File: src/rtl/bsm_pkg.sv
`timescale 1ns/1ps
package bsm_pkg;
    localparam int TILES_PER_MOD = 4;
    localparam int SYM_W         = 2;
    localparam int NUM_SYM       = 1 << SYM_W;

    typedef enum logic [0:0] {
        CTL_IDLE = 1'b0,
        CTL_SCAN = 1'b1
    } ctl_state_e;
endpackage

File: src/rtl/bsm_ctrl.sv
`timescale 1ns/1ps
module bsm_ctrl
    import bsm_pkg::*;
(
    input  logic clk,
    input  logic rst,
    input  logic byte_valid,
    input  logic cfg_we,
    output logic cfg_accept
);
    ctl_state_e state_q;
    ctl_state_e state_d;

    always_ff @(posedge clk) begin
        if (rst) state_q <= CTL_IDLE;
        else     state_q <= state_d;
    end

    // transitions: T_START (idle -> scan), T_STOP (scan -> idle)
    always_comb begin
        state_d = state_q;
        unique case (state_q)
            CTL_IDLE: if (byte_valid)  state_d = CTL_SCAN;
            CTL_SCAN: if (!byte_valid) state_d = CTL_IDLE;
        endcase
    end

    always_comb begin
        cfg_accept = 1'b0;
        unique case (state_q)
            CTL_IDLE: cfg_accept = cfg_we && !byte_valid;
            CTL_SCAN: cfg_accept = 1'b0;
        endcase
    end

    assert_cfg_gap_R7: assert property (@(posedge clk) disable iff (rst)
        cfg_accept |-> (!byte_valid && !$past(byte_valid)));
endmodule

File: src/rtl/bsm_tile.sv
`timescale 1ns/1ps
module bsm_tile
    import bsm_pkg::*;
#(
    parameter int STATE_W = 4,
    parameter int PMV_W   = 16
) (
    input  logic                       clk,
    input  logic                       rst,
    input  logic                       step,
    input  logic [SYM_W-1:0]           sym,
    input  logic                       wr_en,
    input  logic [STATE_W-1:0]         wr_addr,
    input  logic [NUM_SYM*STATE_W-1:0] wr_next,
    input  logic [PMV_W-1:0]           wr_pmv,
    output logic [PMV_W-1:0]           pmv_out
);
    localparam int DEPTH = 1 << STATE_W;
    localparam int ROW_W = NUM_SYM * STATE_W;

    logic [ROW_W-1:0]   next_tab [DEPTH];
    logic [PMV_W-1:0]   pmv_tab  [DEPTH];
    logic [STATE_W-1:0] cur_q;
    logic [STATE_W-1:0] nxt;
    logic [ROW_W-1:0]   row;

    always_ff @(posedge clk) begin
        if (wr_en) begin
            next_tab[wr_addr] <= wr_next;
            pmv_tab[wr_addr]  <= wr_pmv;
        end
    end

    always_comb begin
        row     = next_tab[cur_q];
        nxt     = row[int'(sym)*STATE_W +: STATE_W];
        pmv_out = pmv_tab[nxt];
    end

    always_ff @(posedge clk) begin
        if (rst)       cur_q <= '0;
        else if (step) cur_q <= nxt;
    end

    assert_hold_idle_R5: assert property (@(posedge clk) disable iff (rst)
        !step |=> $stable(cur_q));
    assert_reset_home_R8: assert property (@(posedge clk) disable iff (rst)
        $fell(rst) |-> (cur_q == '0));
endmodule

File: src/rtl/bsm_rule_module.sv
`timescale 1ns/1ps
module bsm_rule_module
    import bsm_pkg::*;
#(
    parameter int STATE_W = 4,
    parameter int PMV_W   = 16
) (
    input  logic                       clk,
    input  logic                       rst,
    input  logic                       step,
    input  logic [SYM_W*TILES_PER_MOD-1:0] byte_in,
    input  logic                       wr_en,
    input  logic [1:0]                 wr_tile,
    input  logic [STATE_W-1:0]         wr_addr,
    input  logic [NUM_SYM*STATE_W-1:0] wr_next,
    input  logic [PMV_W-1:0]           wr_pmv,
    output logic [PMV_W-1:0]           full_vec
);
    logic [PMV_W-1:0] pmv [TILES_PER_MOD];

    for (genvar t = 0; t < TILES_PER_MOD; t++) begin : g_tile
        bsm_tile #(.STATE_W(STATE_W), .PMV_W(PMV_W)) u_tile (
            .clk     (clk),
            .rst     (rst),
            .step    (step),
            .sym     (byte_in[SYM_W*t +: SYM_W]),
            .wr_en   (wr_en && (wr_tile == 2'(t))),
            .wr_addr (wr_addr),
            .wr_next (wr_next),
            .wr_pmv  (wr_pmv),
            .pmv_out (pmv[t])
        );
    end

    always_comb begin
        full_vec = '1;
        for (int t = 0; t < TILES_PER_MOD; t++) full_vec = full_vec & pmv[t];
    end
endmodule

File: src/rtl/bsm_engine.sv
`timescale 1ns/1ps
module bsm_engine
    import bsm_pkg::*;
#(
    parameter int NUM_MOD = 2,
    parameter int STATE_W = 4,
    parameter int PMV_W   = 16,
    localparam int MOD_W  = (NUM_MOD > 1) ? $clog2(NUM_MOD) : 1,
    localparam int OUT_W  = NUM_MOD * PMV_W
) (
    input  logic                       clk,
    input  logic                       rst,
    input  logic [7:0]                 byte_in,
    input  logic                       byte_valid,
    input  logic                       cfg_we,
    input  logic [MOD_W-1:0]           cfg_mod,
    input  logic [1:0]                 cfg_tile,
    input  logic [STATE_W-1:0]         cfg_addr,
    input  logic [NUM_SYM*STATE_W-1:0] cfg_next,
    input  logic [PMV_W-1:0]           cfg_pmv,
    output logic [OUT_W-1:0]           match_out
);
    logic             cfg_accept;
    logic [OUT_W-1:0] all_vec;
    logic [OUT_W-1:0] match_q;

    bsm_ctrl u_ctrl (
        .clk        (clk),
        .rst        (rst),
        .byte_valid (byte_valid),
        .cfg_we     (cfg_we),
        .cfg_accept (cfg_accept)
    );

    for (genvar m = 0; m < NUM_MOD; m++) begin : g_mod
        bsm_rule_module #(.STATE_W(STATE_W), .PMV_W(PMV_W)) u_mod (
            .clk      (clk),
            .rst      (rst),
            .step     (byte_valid),
            .byte_in  (byte_in),
            .wr_en    (cfg_accept && (cfg_mod == MOD_W'(m))),
            .wr_tile  (cfg_tile),
            .wr_addr  (cfg_addr),
            .wr_next  (cfg_next),
            .wr_pmv   (cfg_pmv),
            .full_vec (all_vec[m*PMV_W +: PMV_W])
        );
    end

    always_ff @(posedge clk) begin
        if (rst)             match_q <= '0;
        else if (byte_valid) match_q <= all_vec;
        else                 match_q <= '0;
    end

    assign match_out = match_q;

    assert_match_after_byte_R4: assert property (@(posedge clk) disable iff (rst)
        (match_out != '0) |-> $past(byte_valid));
endmodule

File: config.mk
export PLATFORM = sky130hd
export DESIGN_NAME = bsm_engine
export DESIGN_NICKNAME = d
export VERILOG_FILES = /design/src/rtl/bsm_pkg.sv /design/src/rtl/bsm_ctrl.sv /design/src/rtl/bsm_tile.sv /design/src/rtl/bsm_rule_module.sv /design/src/rtl/bsm_engine.sv
export SDC_FILE = /design/constraint.sdc
export NUM_CORES = 2
export LEC_CHECK = 0
export BUFFER_PORTS_ARGS = -buffer_cell sky130_fd_sc_hd__buf_2
export CORE_ASPECT_RATIO = 0.5
export CORE_MARGIN = 1.5
export CORE_UTILIZATION = 30
export DETAILED_ROUTE_END_ITERATION = 16
export PLACE_DENSITY_LB_ADDON = 0.05
export SYNTH_ARGS = -nofsm -noshare
export SYNTH_HDL_FRONTEND = slang
export SYNTH_SLANG_ARGS = --single-unit
export TNS_END_PERCENT = 30
File: constraint.sdc
create_clock -name clk -period 4.7 [get_ports clk]
set_input_delay 0.94 -clock clk [delete_from_list [all_inputs] [get_ports clk]]
set_output_delay 0.94 -clock clk [all_outputs]
set_load 0.05 [all_outputs]
==> summary.md <==
| Metric | Value |
|---|---|
| Post-Route WL | slightly above 500 mm |
| RR Endpoint | match_out[3] |
| Die area | ~540,000 sq um |
| Max Cap Violations | 0 |
| Synth Warn # | 0 |
| Asr flop ratio synth | 0% |
| CP Capture Type | register |
| Register bit total from synthesis | roughly 4,200 |
| CP max stage cell | mux4_2 |
| Share of the synthesized area in the top cell type | between 70% and 80% |
| Worst EP arrival | about 5400 ps |
| P per Cell Area | around 460 nW/um^2 |
| Cts-stage hold buffer count | 0 |
| Critical path class | reg2reg |
| Worst-path clk slew | ~70 ps |
| Total track usage | between 10% and 20% |
| Max stage delay on crit path | 680 ps |
| Fmax | ~0.22 GHz |
| Final Cycle Share | 95.3% |
| RD Place Congestion | approximately 0.73 |
| CP max FO | 30 |
| Synthesized Nets | 7,915 |
| Final hold violation count | 0 |
| H-Tree Depth | 5 |
| WHS | 460 ps |
| Root Buffer | clkbuf_16 |
| Cts bufs inserted | a little over 400 |
| TritonCTS clock tree | yes |
| Drt first pass iters | 5 |
| Final setup vio count | 0 |
| DRC errors left | 0 |
| Clock Path Buffers | 4 |
| Global-route wire length before repair | 696 mm |
| Die W | just over 1 mm |
| Max IR drop VDD | 0.307 mV |
| Top-level port count | between 80 and 90 |
| Prevailing post-synth register cell | edfxtp_1 |
| Detail Route Antenna Nets | 0 |
| Final slew viol count | 0 |
| Syn avg cell area | 20.4 sq um |
| Placed Area | around 180,000 sq um |
| Critical path cell sequence | buf_12, mux4_2, mux4_2, a22oi_1, buf_6, nand2_1, a21oi_4, a22oi_1, a21oi_2, and3b_1 |
| Port bufs | roughly 80 |
| Design Area, Final | ~190,000 sq um |
| Synth Instances | roughly 7,900 |
| Sink Count | between 4,000 and 5,000 |
| Initial antenna violation count | between 50 and 60 |
| Synth top area cells | edfxtp_1 76%, mux2i_1 7.5%, mux4_2 7.5%, dfxtp_1 1.2%, a22oi_1 1.0% |
| Hold Path Class | in2reg |
| Post-synthesis cell type count | a little over 70 |
| Reg2reg setup slack | 220 ps |
| Clock period minus worst slack | 4480 ps |
| Via count | 79,100 |
| Required @ worst endpoint | between 5000 and 6000 ps |
| Area growth syn-to-layout | 17.3% |
| Critical Path Source Type | register |
| Row cnt | around 190 |
| 1st-iter DRT viols | between 7,000 and 8,000 |
| Slew HR | between 10% and 20% |
| Worst-Margin Slew | about 1300 ps |
| Cell Area, Synth | between 150,000 and 200,000 sq um |
| LEAKAGE | between 0.06 and 0.07 uW |
| Share of post-route cells with drive strength above 1 | between 20% and 30% |
| Post-route total power | 86,200 uW |
| Global route overflow | 0 |
| Layout Nets | about 8,500 |
| WL/cell | between 30 and 40 um |
| Synth area leader | edfxtp_1 |
| Worst Clk Skew | 37.4 ps |
| Largest net degree at the start of global routing | 117 |
| Worst setup path end | match_out[3] |
| Outcome | complete, no violations |
| Sequential fraction of the synthesis area | between 70% and 80% |
| Core Footprint | about 530,000 sq um |
| Final HPWL DP | about 290 mm |
| Vias in the first global route | 81,100 |
| Initial Util | 30.2% |
| Cells on worst reg2reg path | 10 |
| Post-synth EDFFs | slightly above 4,000 |
| Drt via density | just under 5 |
| Chip height | 521 um |
| RSZ-0062 raised after global routing | no |
| Worst-Skew Late Latency | between 900 and 1000 ps |
-- cell type report --
cell class / count / area, sq um
repair buffers: 632 / 6330
clock inverters: 234 / 2240
multi-input cells: 3238 / 34900
flip-flops and latches: 4193 / 125000
inverters: 8 / 30.0
fillers: 49200 / 343000
clock buffers: 534 / 11100
diodes: 26 / 65.1
well taps: 7067 / 8840
-- kinds of logic (layout without fill, tap and decap cells) --
kind of cell           after synthesis  count (layout)  share of synthesized area (%)
buffers and inverters              433            1408                           1.37
and+or+nand+nor                    679             679                           2.10
other                                0              26                              0
muxes                             1836            1836                           15.7
DFF                               4193            4193                           77.7
AOI/OAI and AO/OA                  723             723                           3.13
-- sequential cells by signal, indices dropped and copies added, names as in the netlist, named ones only --
| signal | flops |
|---|---|
| g_mod.u_mod.g_tile.u_tile.cur_q | 32 |
| g_mod.u_mod.g_tile.u_tile.next_tab | 2048 |
| g_mod.u_mod.g_tile.u_tile.pmv_tab | 2048 |
| match_out | 32 |
| u_ctrl.state_q | 1 |
-- worst min-delay path by stage --
stage	startpoint	endpoint	slack, ps	cells after the start
after detailed placement	g_mod[1].u_mod.g_tile[0].u_tile.cur_q[0]	register	460	2
after global routing	cfg_next[15]	g_mod[1].u_mod.g_tile[0].u_tile.next_tab[7][15]	400	1
after floorplan	g_mod[1].u_mod.g_tile[3].u_tile.cur_q[0]	register	460	2
final	cfg_pmv[4]	g_mod[1].u_mod.g_tile[0].u_tile.pmv_tab[0][4]	460	1
after CTS	cfg_next[15]	g_mod[1].u_mod.g_tile[3].u_tile.next_tab[10][15]	390	1
after global placement	g_mod[0].u_mod.g_tile[2].u_tile.cur_q[1]	register	460	2
-- critical path: cells and delay by family, from the launching register on --
family                 cells  cell delay, ps
AOI/OAI and AO/OA          4            1720
muxes                      2            1220
DFF                        1             520
buffers and inverters      2             480
and+or+nand+nor            2             420
-- cells in the mapped netlist (80+ instances only) --
| cell type | count |
|---|---|
| a21oi_1 | 127 |
| a221oi_1 | 80 |
| a22oi_1 | 218 |
| buf_2 | 177 |
| clkbuf_1 | 142 |
| dfxtp_1 | 97 |
| edfxtp_1 | 4096 |
| mux2_2 | 98 |
| mux2i_1 | 1200 |
| mux4_2 | 532 |
| nand2_1 | 162 |
| nor2_1 | 231 |
| o22ai_1 | 197 |
-- cells in the final DEF (no fill, tap or decap), types with 19 or more instances in the layout --
master        n
bufinv_16    39
a221oi_1     80
mux2_2       97
a31oi_1      19
clkbuf_8     19
a21oi_1     115
clkbuf_1     96
buf_4       426
a22oi_1     218
buf_2        48
nand3b_1     24
clkinv_1     80
mux2i_1    1198
or4_1        33
o22ai_1     196
mux4_2      531
nor2_1       97
nand3_1      42
nand2_1     145
diode_2      26
nor2_4      130
clkinv_2     85
buf_12      127
buf_6        31
clkbuf_16   419
edfxtp_1   4096
dfxtp_1      76
nor2b_1      40
-- per-layer routing --
| layer | wire, um | global-route usage [%] | vias to the layer above |
|---|---|---|---|
| met2 | 236000 | 29.5 | 1709 |
| li1 | - | - | 33800 |
| met3 | 23400 | 2.57 | 540 |
| met5 | 0 | 0 | - |
| met4 | 9050 | 3.19 | 0 |
| met1 | 242000 | 27.1 | 43000 |
-- power breakdown --
group	internal [uW]	total, uW	switching (uW)
clock	18800	33600	14800
combinational	4320	11200	6910
sequential	41100	41400	265
total	64300	86200	22000
-- through the flow --
stage	util [%]	setup TNS, ps	worst slack (ps)	cells
floorplan	-	0	766	7864
global placement	32.9	-16170	-1660	15100
detailed placement	32.9	-1670	-536	15100
global route	35.4	0	19.2	15900
finish	35.5	0	221	15900
CTS	35.4	0	23.6	15900
-- timing repair --
action,4_1_cts,5_1_grt
buffers inserted,0,0
gates resized for setup,8,2
endpoints found under the setup margin,6,2
endpoints found under the hold margin,0,0
pin swaps,0,0
Power figures use the tool's default switching activity.
